===== src/rtl/spi_master_ctl.sv =====
module spi_master_ctl #(
  parameter int DW = 8,
  parameter int CW = 16
) (
  input  logic          clk,
  input  logic          rst_n,
  input  logic [1:0]    bus_addr,
  input  logic          bus_we,
  input  logic          bus_re,
  input  logic [DW-1:0] bus_wdata,
  output logic [DW-1:0] bus_rdata,
  output logic          irq,
  output logic          sclk,
  output logic          mosi,
  input  logic          miso,
  output logic          ss_n,
  input  logic          ss_in_n
);
  localparam int EW = $clog2(2*DW);
  localparam logic [EW-1:0] LAST_EDGE = EW'(2*DW-1);
  localparam logic [1:0] A_CTRL = 2'd0, A_STAT = 2'd1, A_DATA = 2'd2, A_EXT = 2'd3;

  logic ie, en, spare, cpol, cpha;
  logic [1:0] rlo, rhi;
  logic f_done, f_wcol, f_modf, rx_valid, busy, ph;
  logic [DW-1:0] txsh, rxsh, rxbuf;
  logic [EW-1:0] edge_n;
  logic [CW-1:0] cnt, half;
  logic [4:0] shamt;

  always_comb begin
    case ({rhi, rlo})
      4'd0: shamt = 5'd1;
      4'd1: shamt = 5'd2;
      4'd2: shamt = 5'd4;
      4'd3: shamt = 5'd5;
      4'd4: shamt = 5'd3;
      4'd5: shamt = 5'd6;
      4'd6: shamt = 5'd7;
      4'd7: shamt = 5'd8;
      default: shamt = {1'b0, rhi, rlo} + 5'd1;
    endcase
  end
  assign half = CW'(1) << (shamt - 5'd1);

  wire wr_ctrl = bus_we && bus_addr == A_CTRL;
  wire wr_stat = bus_we && bus_addr == A_STAT;
  wire wr_data = bus_we && bus_addr == A_DATA;
  wire wr_ext  = bus_we && bus_addr == A_EXT;
  wire rd_data = bus_re && bus_addr == A_DATA;
  wire tick    = busy && cnt == half - CW'(1);
  wire last    = tick && edge_n == LAST_EDGE;
  wire samp    = tick && (edge_n[0] == cpha);
  wire shft    = tick && (edge_n[0] != cpha) && !last && edge_n != '0;
  wire fault   = en && !ss_in_n;
  wire [DW-1:0] rx_next = {rxsh[DW-2:0], miso};

  always_ff @(posedge clk or negedge rst_n) begin
    if (!rst_n) begin
      {ie, en, spare, cpol, cpha} <= '0;
      rlo <= '0; rhi <= '0;
      {f_done, f_wcol, f_modf, rx_valid, busy, ph} <= '0;
      txsh <= '0; rxsh <= '0; rxbuf <= '0;
      edge_n <= '0; cnt <= '0;
    end else begin
      if (wr_ctrl) {ie, en, spare, cpol, cpha, rlo} <= {bus_wdata[7:5], bus_wdata[3:0]};
      if (wr_ext) rhi <= bus_wdata[1:0];
      if (wr_stat) begin
        if (bus_wdata[7]) f_done <= 1'b0;
        if (bus_wdata[6]) f_wcol <= 1'b0;
        if (bus_wdata[4]) f_modf <= 1'b0;
      end
      if (rd_data) rx_valid <= 1'b0;
      if (wr_data) begin
        if (busy) f_wcol <= 1'b1;
        else if (en) begin
          busy <= 1'b1; txsh <= bus_wdata; cnt <= '0; edge_n <= '0; ph <= 1'b0;
        end
      end
      if (busy) begin
        if (tick) begin
          cnt <= '0; ph <= ~ph; edge_n <= edge_n + EW'(1);
        end else cnt <= cnt + CW'(1);
        if (samp) rxsh <= rx_next;
        if (shft) txsh <= {txsh[DW-2:0], 1'b0};
        if (last) begin
          busy <= 1'b0; rxbuf <= cpha ? rx_next : rxsh; rx_valid <= 1'b1; f_done <= 1'b1;
        end
      end
      if (!en) busy <= 1'b0;
      if (fault) begin
        f_modf <= 1'b1; en <= 1'b0; busy <= 1'b0;
      end
    end
  end

  assign sclk = busy ? cpol ^ ph : cpol;
  assign mosi = txsh[DW-1];
  assign ss_n = ~busy;
  assign irq  = ie & (f_done | f_modf);

  always_comb begin
    case (bus_addr)
      A_CTRL:  bus_rdata = DW'({ie, en, spare, 1'b1, cpol, cpha, rlo});
      A_STAT:  bus_rdata = DW'({f_done, f_wcol, 1'b0, f_modf, 1'b0, ~busy, 1'b0, ~rx_valid});
      A_DATA:  bus_rdata = rxbuf;
      default: bus_rdata = DW'(rhi);
    endcase
  end

  // no SCLK movement between divider ticks
  a_r3_sclk_hold: assert property (@(posedge clk) disable iff (!rst_n)
    (busy && !tick && en && !fault && !wr_ctrl) |=> $stable(sclk));
  // sixteen toggles bring the phase back to idle
  a_r4_even_edges: assert property (@(posedge clk) disable iff (!rst_n)
    last |=> !ph);
  // accepted write starts the byte
  a_r7_start: assert property (@(posedge clk) disable iff (!rst_n)
    (wr_data && en && !busy && ss_in_n) |=> (busy && !ss_n));
  // collision is flagged
  a_r8_collision: assert property (@(posedge clk) disable iff (!rst_n)
    (wr_data && busy) |=> f_wcol);
  // completion fills the holding register
  a_r9_complete: assert property (@(posedge clk) disable iff (!rst_n)
    last |=> (rx_valid && f_done && ss_n));
  // fault disables and aborts
  a_r11_fault: assert property (@(posedge clk) disable iff (!rst_n)
    fault |=> (!en && ss_n && f_modf));
endmodule


===== config.mk =====
export PLATFORM = sky130hd
export DESIGN_NAME = spi_master_ctl
export DESIGN_NICKNAME = d
export VERILOG_FILES = /design/src/rtl/spi_master_ctl.sv
export SDC_FILE = /design/constraint.sdc
export NUM_CORES = 1
export LEC_CHECK = 0
export ABC_CLOCK_PERIOD_IN_PS = 4800
export BUFFER_PORTS_ARGS = -buffer_cell sky130_fd_sc_hd__buf_2
export CAP_MARGIN = 20
export CORE_MARGIN = 2
export CORE_UTILIZATION = 55
export DETAILED_ROUTE_END_ITERATION = 10
export PLACE_DENSITY = 0.74
export SYNTH_ARGS = -nofsm -noshare
export SYNTH_HDL_FRONTEND = slang
export SYNTH_SLANG_ARGS = --single-unit

===== constraint.sdc =====
create_clock -name clk -period 4.8 [get_ports clk]
set_clock_uncertainty 0.2 [all_clocks]
set_input_delay 0.96 -clock clk [delete_from_list [all_inputs] [get_ports clk]]
set_output_delay 0.96 -clock clk [all_outputs]
set_load 0.02 [all_outputs]

Word-level counts from Yosys, hierarchy flattened

Cells that the tools add are included.

Input port bits: 16
Output and inout port bits: 12
Word-level logic and storage cells: 114
Flip-flop bits (word level): 59

Add/subtract/negate cells: 5
Shift operators: 1
Bitwise operators: 6
Equality and inequality tests: 14
Mux-type cells: 44
Reduce and logical (&&, ||, !) cells: 26

Operators by type and width:

| cell                                                                 | count |
|---|---|
| 16-bit two-way mux                                                   | 4 |
| 8-bit two-way mux                                                    | 6 |
| 5-bit case mux with 8 select lines                                   | 1 |
| 1-bit two-way mux                                                    | 27 |
| 8-bit case mux with 3 select lines                                   | 1 |
| 4-bit two-way mux                                                    | 5 |
| 16-bit by 1-bit adder with 16-bit output, second input constant      | 1 |
| 16-bit == test                                                       | 1 |
| 4-bit by 3-bit == test with 1-bit output, second input constant      | 4 |
| 1-bit by 5-bit left shift with 16-bit output, first input constant   | 1 |
| 16-bit by 1-bit subtractor with 16-bit output, second input constant | 1 |
| 1-bit logical AND                                                    | 12 |
| 2-bit nonzero test                                                   | 5 |
| 4-bit by 2-bit == test with 1-bit output, second input constant      | 2 |
| 2-bit AND reduction                                                  | 4 |
| 4-bit by 1-bit adder with 5-bit output, second input constant        | 1 |
| 5-bit by 1-bit subtractor with 5-bit output, second input constant   | 1 |
| 4-bit by 1-bit adder with 4-bit output, second input constant        | 1 |
| 2-bit == test, second input constant                                 | 2 |
| 4-bit by 1-bit == test with 1-bit output, second input constant      | 1 |
| 4-bit == test, second input constant                                 | 1 |
| 4-bit logical NOT                                                    | 1 |
| 4-bit nonzero test                                                   | 1 |
| 1-bit inverter                                                       | 3 |
| 8 further kinds                                                      | 9 |

Logic depth before layout (Yosys ltp)

Gate-level depths: netlist of the first run.

Depth after elaboration: 13
Depth in mapped cells: 20
Mapped depth without buffers: 16

Worst setup path before layout of the first run

OpenSTA, ideal clock, no wires.

Path type: reg-to-reg
Start: register rlo[0]
End: register txsh[1]
Library setup time: 0.125 ns
Slack: -0.026 ns
Arrival time: 4.501 ns
Data required time: 4.475 ns
Cell stages (with the launch flop): 20
Period minus slack after synthesis: 4.826 ns
Cells stage by stage: dfrtp_1 clkbuf_1 inv_1 ha_1 buf_2 or4_4 a21o_1 nand2_2 nand3_1 ha_1 clkbuf_1 inv_1 a21oi_1 a21oi_2 o21ai_0 a2111oi_4 nand3_2 a2111o_1 buf_6 mux2_4

Longest elaborated chain between the ends: 13

Ends and longest elaborated chain:

| what                                                           | RTL line | source |
|---|---|---|
| start, declared                                                | 24       | `logic [1:0] rlo, rhi;` |
| start signal, assigned                                         | 66       | `if (wr_ctrl) {ie, en, spare, cpol, cpha, rlo} <= {bus_wdata[7:5], bus_wdata[3:0]};` |
| 4-bit by 1-bit adder with 5-bit output (tied with other cells) | 41       | `default: shamt = {1'b0, rhi, rlo} + 5'd1;` |
| 5-bit case mux with 8 select lines *                           | 32       | `case ({rhi, rlo})` |
| 5-bit by 1-bit subtractor with 5-bit output *                  | 44       | `assign half = CW'(1) << (shamt - 5'd1);` |
| 1-bit by 5-bit left shift with 16-bit output *                 | 44       |  |
| 16-bit by 1-bit subtractor with 16-bit output *                | 51       | `wire tick = busy && cnt == half - CW'(1);` |
| 16-bit == test *                                               | 51       |  |
| 1-bit logical AND *                                            | 51       |  |
| 1-bit logical AND                                              | 52       | `wire last = tick && edge_n == LAST_EDGE;` |
| 1-bit logical NOT                                              | 54       | `wire shft = tick && (edge_n[0] != cpha) && !last && edge_n != '0;` |
| 1-bit logical AND * (2 in series)                              | 54       |  |
| 8-bit two-way mux *                                            | 85       | `if (shft) txsh <= {txsh[DW-2:0], 1'b0};` |
| 8-bit two-way mux *                                            | 80       | `if (busy) begin` |
| end signal, assigned                                           | 85       |  |
| end, declared                                                  | 26       | `logic [DW-1:0] txsh, rxsh, rxbuf;` |

Every way passes the cells marked *; elsewhere a longest branch is shown, timed or not.
A chain may end at the register's enable or synchronous reset.

Worst setup path in the final report of the first run

Start: register rlo[1]
End: register txsh[2]

Same word-level chain as after synthesis.

==> impl_metrics.json, run 1 <==
{
  "ctsResizeCount": 0,
  "wl_per_cell_um": 16.7,
  "startpoint_type": "flip-flop",
  "synth_cell_type_count": 69,
  "worstPathMaxFanout": 8,
  "async_reset_ff_frac": 1.00,
  "cts_buffers": 9,
  "drt_first_pass_iters": 4,
  "vias": 3293,
  "finalSetupViolCount": 0,
  "maxCapViolCount": 0,
  "grt_max_degree": 36,
  "pwr-share-comb": 0.400,
  "p_sw_uw": 799,
  "place_congestion": 0.931,
  "cts_tree": "yes",
  "area_growth_pct": 11.4,
  "fp-row-count": 31,
  "pwr-share-seq": 0.350,
  "cp_slowest_stage_delay_ns": 0.58,
  "required_ns": 4.82,
  "synth-seq-area-share": 0.361,
  "slowest_stage": "or4_4",
  "ys_top_cells_by_count": "dfrtp_1, nand2_1, mux2_2",
  "drive_gt1_frac": 0.263,
  "slew_headroom": 0.329,
  "cts.sinks": 59,
  "overflow": 0,
  "htree_levels": 3,
  "drc": 0,
  "busiest_layer": "met2",
  "worstMarginPinSlew_ns": 1.00,
  "grt_usage": 0.241,
  "fin_area_mm2": 0.00456,
  "post-route-period-util": 0.946,
  "yosysWarnings": 0,
  "dp.cells": 540,
  "fin_tns_setup_ns": 0,
  "yosysMostFrequentCell": "dfrtp_1",
  "setup.worst_path.class": "reg -> reg",
  "die-area_mm2": 0.00815,
  "fin_nets": 476,
  "antenna_found_initial": 0,
  "cts_setup_buffers": 0,
  "yosys.area.top_type": "dfrtp_1",
  "io_pins": 28,
  "cp-end-kind": "flip-flop",
  "initial_core_util": 0.567,
  "p_int_mw": 1.27,
  "stdcell_count": 556,
  "synth_ff_type": "dfrtp_1",
  "clk_latency_ns": 0.34,
  "grt_pass1_vias": 3377,
  "dpl.hpwl_mm": 6.95,
  "postSynthAreaPerCell_um2": 9.58,
  "viasPerCell": 5.92,
  "yosys-top-cells-area": "dfrtp_1, mux2_2, nand2_1",
  "coreArea_mm2": 0.00721,
  "place_ws_ns": 0.192,
  "whs_ns": 0.284,
  "power_density_mw_per_mm2": 455,
  "clkTransAtPathRegs_ns": 0.06,
  "routed_wl_mm": 9.31,
  "final-hold-violation-count": 0,
  "syn_inst": 427,
  "grt.met2_usage": 0.411,
  "ant_nets": 0,
  "synth_edf_count": 0,
  "fin_ws_ns": 0.258,
  "layout_min_cycle_time_ns": 4.54,
  "io_buffer_count": 27,
  "swShare": 0.385,
  "n_antenna_cell": 0,
  "drv_slew": 0,
  "use_met3": 0.0476,
  "cts-root-buf": "clkbuf_8",
  "worstHoldPathType": "reg -> reg",
  "die_x_um": 90.3,
  "synth_top_area_frac": 0.361,
  "drtIter0Drc": 119,
  "placed_cell_area_mm2": 0.00432,
  "cts.path.max_buffers": 2,
  "hold_buffers": 0,
  "p_leak_nw": 2.04,
  "worst_ir_drop_vdd_mv": 0.240,
  "crit_arrival_ns": 4.56,
  "grt_pass1_wl_mm": 15.8,
  "synth.ff_latch_count": 59,
  "grt_util_met1": 0.301,
  "syn_area_mm2": 0.00409,
  "synth_nets": 451,
  "status": "finished clean",
  "worstPathCellList": "inv_1 -> ha_1 -> or4_4 -> a21o_1 -> nand2_2 -> nand3_1 -> ha_1 -> inv_1 -> a21oi_1 -> a21oi_4 -> o21ai_0 -> a2111oi_4 -> nand3_2 -> a2111o_2 -> mux2_4",
  "p_clk_frac": 0.250,
  "fillers": 625,
  "die_h_um": 90.3,
  "fmax_mhz": 220
}
==> final cells by class <==
type                            instances  area (µm²)  share of cell area
Clock inverter                          4        72.6              0.0159
Sequential cell                        59        1480               0.324
Timing Repair Buffer                   36         203              0.0445
Inverter                               13        48.8              0.0107
Tap cell                               99         124              0.0272
Clock buffer                           12         155              0.0340
Multi-Input combinational cell        333        2480               0.544
==> logic make-up (layout without fill, tap and decap cells) <==
group | Yosys count | after routing | share of synthesized area
flops | 59 | 59 | 0.361
fa+ha+maj | 8 | 8 | 0.0245
buf+inv | 35 | 65 | 0.0367
simple gates | 148 | 148 | 0.195
mux | 59 | 59 | 0.168
compound gates | 96 | 96 | 0.168
xor+xnor | 22 | 22 | 0.0471
==> flip-flops by register name, summed over array words and instances, names as in the netlist <==
name,cells
rhi,2
cnt,16
edge_n,4
cpol,1
rlo,2
spare,1
cpha,1
en,1
txsh,8
busy,1
f_modf,1
rxsh,8
ph,1
ie,1
rxbuf,8
rx_valid,1
f_wcol,1
f_done,1
==> worst max-delay path, delay by kind of cell, from the launching register on <==
kind            cells  cell delay, ns
buf+inv             2            0.21
mux                 1            0.34
fa+ha+maj           2            0.51
simple gates        4            0.97
compound gates      6            1.76
flops               1            0.42
==> power by group through the flow <==
stage               clock [mW]  combinational [mW]  sequential [mW]
finish                   0.518               0.830            0.726
global route             0.547               0.913            0.743
global placement             0               0.799            0.724
floorplan                    0               0.671            0.678
CTS                      0.527               0.816            0.725
detailed placement           0               0.812            0.732
==> placed cells by master, fill, tap and decap left out, drive strengths merged, types with 2 or more instances in the layout <==
cell,n
a21o,3
a32o,3
nand4,3
and3,9
clkbuf,12
nor2b,6
a22o,2
a31oi,2
nand2,48
and4,2
buf,36
xnor2,9
mux2i,11
ha,8
or4,2
nor2,25
mux2,47
nand3,21
o31ai,2
o21ai,24
a211oi,4
a22oi,3
xor2,13
a21oi,21
o2111ai,5
o211ai,10
nor3,5
inv,13
nand2b,5
bufinv,2
o22ai,4
dfrtp,59
nor4,7
and2,9
==> through the flow <==
stage                util  total power, mW
CTS                 0.630             2.07
floorplan               -             1.35
detailed placement  0.598             1.54
global placement    0.598             1.52
finish              0.632             2.07
global route        0.632             2.20
==> final timing paths <==
path                           from       end  slack, ns  cells after the start
min reg2reg                rx_valid  rx_valid       0.28                      2
max reg2reg                  rlo[1]   txsh[2]       0.26                     15
min in group asynchronous     rst_n   cnt[14]       0.49                      1
max                          rlo[1]   txsh[2]       0.26                     15
min                        rx_valid  rx_valid       0.28                      2
max in group asynchronous     rst_n   rxsh[0]       3.08                      2
==> per-layer routing <==
| metal | wire length (µm) | part of all wire |
|---|---|---|
| met1 | 4090 | 0.44 |
| met2 | 4710 | 0.51 |
| met3 | 369 | 0.040 |
| met4 | 137 | 0.015 |
| met5 | 0 | 0 |
Power figures use the tool's default switching activity.
==> inputs of run 2 (changes only) <==
- GPL_TIMING_DRIVEN: default -> 0
- SKIP_LAST_GASP: default -> 1
==> run 2 against run 1 <==
Worst hold slack is essentially flat. Cell count is 4.3% higher. Die area stayed put. Highest routed layer unchanged.
==> impl_metrics.json, run 2 (synthesis results as in run 1) <==
{
  "worstPathMaxFanout": 10,
  "placed_cell_area_mm2": 0.00437,
  "place_congestion": 0.884,
  "startpoint_type": "flip-flop",
  "cts_tree": "yes",
  "cts.path.max_buffers": 2,
  "cp-end-kind": "flip-flop",
  "drc": 0,
  "drt_first_pass_iters": 5,
  "grt_pass1_vias": 3322,
  "worstMarginPinSlew_ns": 0.959,
  "dpl.hpwl_mm": 7.00,
  "cp.depth": 19,
  "die-area_mm2": 0.00815,
  "slew_headroom": 0.358,
  "largest_reg_flops": 16,
  "io_pins": 28,
  "stdcell_count": 580,
  "final_common_cell": "dfrtp_1",
  "final-hold-violation-count": 0,
  "top_register": "cnt",
  "fin_area_mm2": 0.00473,
  "p_int_mw": 1.21,
  "post-route-period-util": 0.969,
  "clkTransAtPathRegs_ns": 0.08,
  "pwr-share-seq": 0.339,
  "status": "finished clean",
  "dp.cells": 553,
  "drive_gt1_frac": 0.289,
  "required_ns": 4.85,
  "grt_max_degree": 33,
  "routed_wl_mm": 9.71,
  "cp_top_family": "compound AO/OA/AOI/OAI gates",
  "hold_buffers": 0,
  "io_buffer_count": 26,
  "wl_per_cell_um": 16.7,
  "coreArea_mm2": 0.00721,
  "viasPerCell": 5.92,
  "crit_arrival_ns": 4.70,
  "use_met3": 0.0476,
  "n_antenna_cell": 0,
  "maxCapViolCount": 0,
  "setup.worst_path.class": "reg -> reg",
  "drtIter0Drc": 201,
  "worstHoldPathType": "reg -> reg",
  "fin_nets": 500,
  "rsz0062_at_grt": "yes",
  "cts_buffers": 9,
  "htree_levels": 3,
  "fmax_mhz": 215,
  "fp-row-count": 31,
  "pwr-share-comb": 0.454,
  "die_x_um": 90.3,
  "cp_slowest_stage_delay_ns": 0.56,
  "hold-path-cell-count": 2,
  "power_density_mw_per_mm2": 436,
  "crit_buf_inv": 6,
  "p_clk_frac": 0.207,
  "initial_core_util": 0.567,
  "grt_pass1_wl_mm": 16.2,
  "worst_ir_drop_vdd_mv": 0.344,
  "p_leak_nw": 2.10,
  "fin_total_pwr_mw": 2.06,
  "drv_slew": 0,
  "ant_nets": 0,
  "grt.met2_usage": 0.414,
  "grt_usage": 0.245,
  "r2r_slack_ns": 0.15,
  "cts-root-buf": "clkbuf_8",
  "finalSetupViolCount": 0,
  "worst-r2r-cell-count": 19,
  "area_growth_pct": 15.5,
  "layout_min_cycle_time_ns": 4.65,
  "fin_tns_setup_ns": 0,
  "layout_common_cells": "dfrtp_1, nand2_1, mux2_2",
  "swShare": 0.415,
  "clk_latency_ns": 0.36,
  "grt_util_met1": 0.317,
  "p_sw_uw": 855,
  "die_h_um": 90.3,
  "busiest_layer": "met2",
  "cts.sinks": 59,
  "worstPathCellList": "buf_6 -> inv_1 -> ha_1 -> buf_2 -> or4b_4 -> o211a_2 -> buf_4 -> nand3_2 -> ha_4 -> inv_1 -> a211oi_2 -> a21oi_4 -> o211ai_2 -> o211ai_1 -> a2111oi_4 -> nand3_2 -> a2111o_1 -> buf_6 -> mux2_4",
  "overflow": 0,
  "antenna_found_initial": 0,
  "slowest_stage": "or4b_4",
  "vias": 3433
}
run 2: cell types whose count changed in the layout (fill, tap and decap cells not counted), moves of 2 or more:
cell and change:
a21oi_2 +2, clkinvlp_4 +2, o21ai_1 +2, bufinv_16 -2, buf_4 +4, nor4_1 -2, clkbuf_1 +10, o21ai_0 -2
clkinv_4 +2, a21oi_1 -2, buf_6 +3, buf_2 +4
run 2: final cells by class:
class,count,area [µm²]
Buffer,21,111
Multi-Input combinational cell,333,2540
Clock buffer,10,138
Sequential cell,59,1480
Timing Repair Buffer,39,240
Clock inverter,6,48.8
Tap cell,99,124
Fill cell,602,2490
Inverter,13,48.8
run 2: worst paths after layout:
path                               start       end
worst max-delay path              rlo[0]   txsh[2]
worst min-delay path            rx_valid  rx_valid
worst max register to register    rlo[0]   txsh[2]
worst min register to register  rx_valid  rx_valid
max in group asynchronous          rst_n      busy
min in group asynchronous          rst_n    cnt[2]
run 2: repair_timing:
action | 4_1_cts | 5_1_grt
endpoints found under the setup margin | 39 | 39
buffers inserted | 3 | 9
pin swaps | 4 | 8
gates resized for setup | 5 | 16
run 2: power groups by stage:
stage          Clock (mW)  Combinational, mW  Sequential (mW)
2_1_floorplan           0              0.671            0.678
3_3_place_gp            0              0.819            0.699
3_5_place_dp            0              0.837            0.706
4_1_cts             0.436              0.854            0.697
5_1_grt             0.457               1.02            0.714
6_report            0.427              0.934            0.698
run 2: stage by stage:
step / hold WS (ns) / util / setup slack (ns)
floorplan: 0.245 / - / 0.104
global placement: 0.263 / 0.602 / -0.425
detailed placement: 0.269 / 0.605 / -0.510
CTS: 0.289 / 0.636 / 0.0250
global route: 0.308 / 0.655 / -0.0708
finish: 0.283 / 0.655 / 0.150
run 2: worst min-delay path, stage by stage, from the launching register on:
cell and delay (ns):
dfrtp_1 0.35, nand2_1 0.05, nand2_1 0.05
run 2: per-layer routing:
metal	wire length [µm]	vias up
li1	-	1656
met1	4290	1670
met2	4820	92
met3	441	15
met4	162	0
met5	0	-
==> inputs of run 3 (changes only) <==
- ABC_AREA: default -> 1
==> run 3 against run 2 <==
Combinational power grew 33%. Count of clock-buffer cells in the layout shrank 1. Register-to-register slack gained 0.68 ns. Die area grew 7.8%. Synthesized cell count grew 58%. Global-route usage grew 2.2 points. Worst setup slack gained 0.68 ns. Critical endpoint is now rxsh[6]. Highest routed layer unchanged.
==> impl_metrics.json, run 3 <==
{
  "n_antenna_cell": 0,
  "slowest_stage": "dfrtp_1",
  "drc": 0,
  "fmax_mhz": 252,
  "synth_cell_type_count": 36,
  "p_leak_nw": 2.74,
  "async_reset_ff_frac": 1.00,
  "status": "finished clean",
  "cts-root-buf": "clkbuf_8",
  "die_x_um": 93.7,
  "overflow": 0,
  "cts.sinks": 59,
  "antenna_found_initial": 0,
  "grt_max_degree": 33,
  "die_h_um": 93.7,
  "die-area_mm2": 0.00878,
  "synth_nets": 698,
  "cts_buffers": 9,
  "setup.worst_path.class": "reg -> reg",
  "startpoint_type": "flip-flop",
  "grt_pass1_wl_mm": 18.8,
  "area_growth_pct": 12.0,
  "yosysWarnings": 0,
  "wl_per_cell_um": 13.4,
  "ys_top_cells_by_count": "nand2_1, inv_1, nand3_1",
  "cp-end-kind": "flip-flop",
  "hold-path-cell-count": 2,
  "io_buffer_count": 27,
  "drive_gt1_frac": 0.124,
  "synth_edf_count": 0,
  "final-hold-violation-count": 0,
  "r2r_slack_ns": 0.83,
  "fin_nets": 737,
  "post-route-period-util": 0.828,
  "slew_headroom": 0.424,
  "drtIter0Drc": 283,
  "clk_latency_ns": 0.35,
  "required_ns": 4.89,
  "ant_nets": 0,
  "yosys.area.top_type": "dfrtp_1",
  "fin_total_pwr_mw": 2.54,
  "ctsResizeCount": 0,
  "worstMarginPinSlew_ns": 0.858,
  "synth.ff_latch_count": 59,
  "cts_setup_buffers": 0,
  "synth_ff_type": "dfrtp_1",
  "rsz0062_at_grt": "no",
  "dpl.hpwl_mm": 8.41,
  "postSynthAreaPerCell_um2": 6.57,
  "finalSetupViolCount": 0,
  "grt_usage": 0.267,
  "viasPerCell": 5.38,
  "hold_buffers": 0,
  "place_congestion": 0.890,
  "min_from": "spare",
  "grt_pass1_vias": 4061,
  "coreArea_mm2": 0.00777,
  "cts.path.max_buffers": 2,
  "crit_arrival_ns": 4.06,
  "worstReg2RegEnd": "rxsh[6]",
  "power_density_mw_per_mm2": 512,
  "drt_first_pass_iters": 5,
  "cp_common_cell": "nand2_1",
  "clkTransAtPathRegs_ns": 0.08,
  "yosys-top-cells-area": "dfrtp_1, nand2_1, inv_1",
  "cp_slowest_stage_delay_ns": 0.46,
  "syn_area_mm2": 0.00443,
  "layout_common_cells": "nand2_1, inv_1, nand3_1",
  "vias": 4411,
  "stdcell_count": 820,
  "synth_top_area_frac": 0.333,
  "initial_core_util": 0.570,
  "worstReg2RegStart": "rlo[0]",
  "top_register": "cnt",
  "yosysMostFrequentCell": "nand2_1",
  "largest_reg_flops": 16,
  "worst-r2r-cell-count": 21,
  "syn_inst": 674,
  "cp_top_family": "simple AND/OR/NAND/NOR gates",
  "worstPathMaxFanout": 8,
  "fin_tns_setup_ns": 0,
  "maxCapViolCount": 0,
  "htree_levels": 3,
  "dp.cells": 804,
  "hold_end": "spare",
  "worstPathCellList": "inv_1 -> ha_1 -> nor2_1 -> nor2_1 -> nor2_2 -> o21a_1 -> nand2_1 -> nor2_1 -> nand2_1 -> ha_1 -> nand2_1 -> nor2_4 -> nand3_1 -> nand2_1 -> nand2_1 -> nand3_1 -> nor2_1 -> nand4_1 -> nand2_1 -> nand2_1 -> inv_1",
  "worstHoldPathType": "reg -> reg",
  "layout_min_cycle_time_ns": 3.97,
  "worst_ir_drop_vdd_mv": 0.259,
  "io_pins": 28,
  "crit_buf_inv": 2,
  "synth-seq-area-share": 0.333,
  "fp-row-count": 32,
  "cts_tree": "yes",
  "routed_wl_mm": 11.0,
  "drv_slew": 0,
  "final_common_cell": "nand2_1",
  "cp.depth": 21
}
-- run 3: per-stage QoR --
step | instance area (µm²) | hold WS [ns] | util | worst slack, ns
floorplan | 4430 | 0.242 | - | 1.43
global placement | 4690 | 0.259 | 0.604 | 0.905
detailed placement | 4710 | 0.259 | 0.606 | 0.870
CTS | 4960 | 0.279 | 0.638 | 0.834
global route | 4960 | 0.300 | 0.638 | 0.368
finish | 4960 | 0.279 | 0.638 | 0.827
-- run 3: logic make-up (layout without fill, tap and decap cells) --
kind of cell | count (synthesis) | count (layout) | synth area share
simple gates | 370 | 370 | 0.384
buf+inv | 141 | 185 | 0.128
compound gates | 81 | 81 | 0.102
flops | 59 | 59 | 0.333
xor+xnor | 15 | 15 | 0.0297
fa+ha+maj | 8 | 8 | 0.0226
-- run 3: tightest hold or removal path: stages (launching register included) --
cell,delay (ns)
dfrtp_1,0.35
nand2_1,0.05
nand2_1,0.05
-- run 3: final cells by class --
type	instances	area (µm²)
Sequential cell	59	1480
Multi-Input combinational cell	474	2380
Buffer	16	98.8
Inverter	125	469
Tap cell	102	128
Fill cell	740	2810
Timing Repair Buffer	28	155
Clock buffer	9	124
Clock inverter	7	124
-- run 3: worst max path at each step --
| stage | start | end | slack (ns) |
|---|---|---|---|
| 2_1_floorplan | rlo[0] | rxsh[0] | 1.43 |
| 3_3_place_gp | rlo[0] | cnt[15] | 0.90 |
| 3_5_place_dp | rlo[0] | cnt[11] | 0.87 |
| 4_1_cts | rlo[0] | cnt[11] | 0.83 |
| 5_1_grt | rlo[0] | rxsh[2] | 0.37 |
| 6_report | rlo[0] | rxsh[6] | 0.83 |
-- run 3: metal layers --
layer,GRT usage,share of wire,vias to the layer above
met5,0,0,-
met4,0.0773,0.019,0
met3,0.0385,0.035,20
met2,0.458,0.49,112
met1,0.349,0.45,2057
li1,-,-,2222
-- run 3: power by group --
part / internal [mW] / switching [mW] / leakage [nW]
Combinational: 0.412 / 0.829 / 1.85
Sequential: 0.625 / 0.103 / 0.773
Clock: 0.349 / 0.220 / 0.120
Total: 1.39 / 1.15 / 2.74
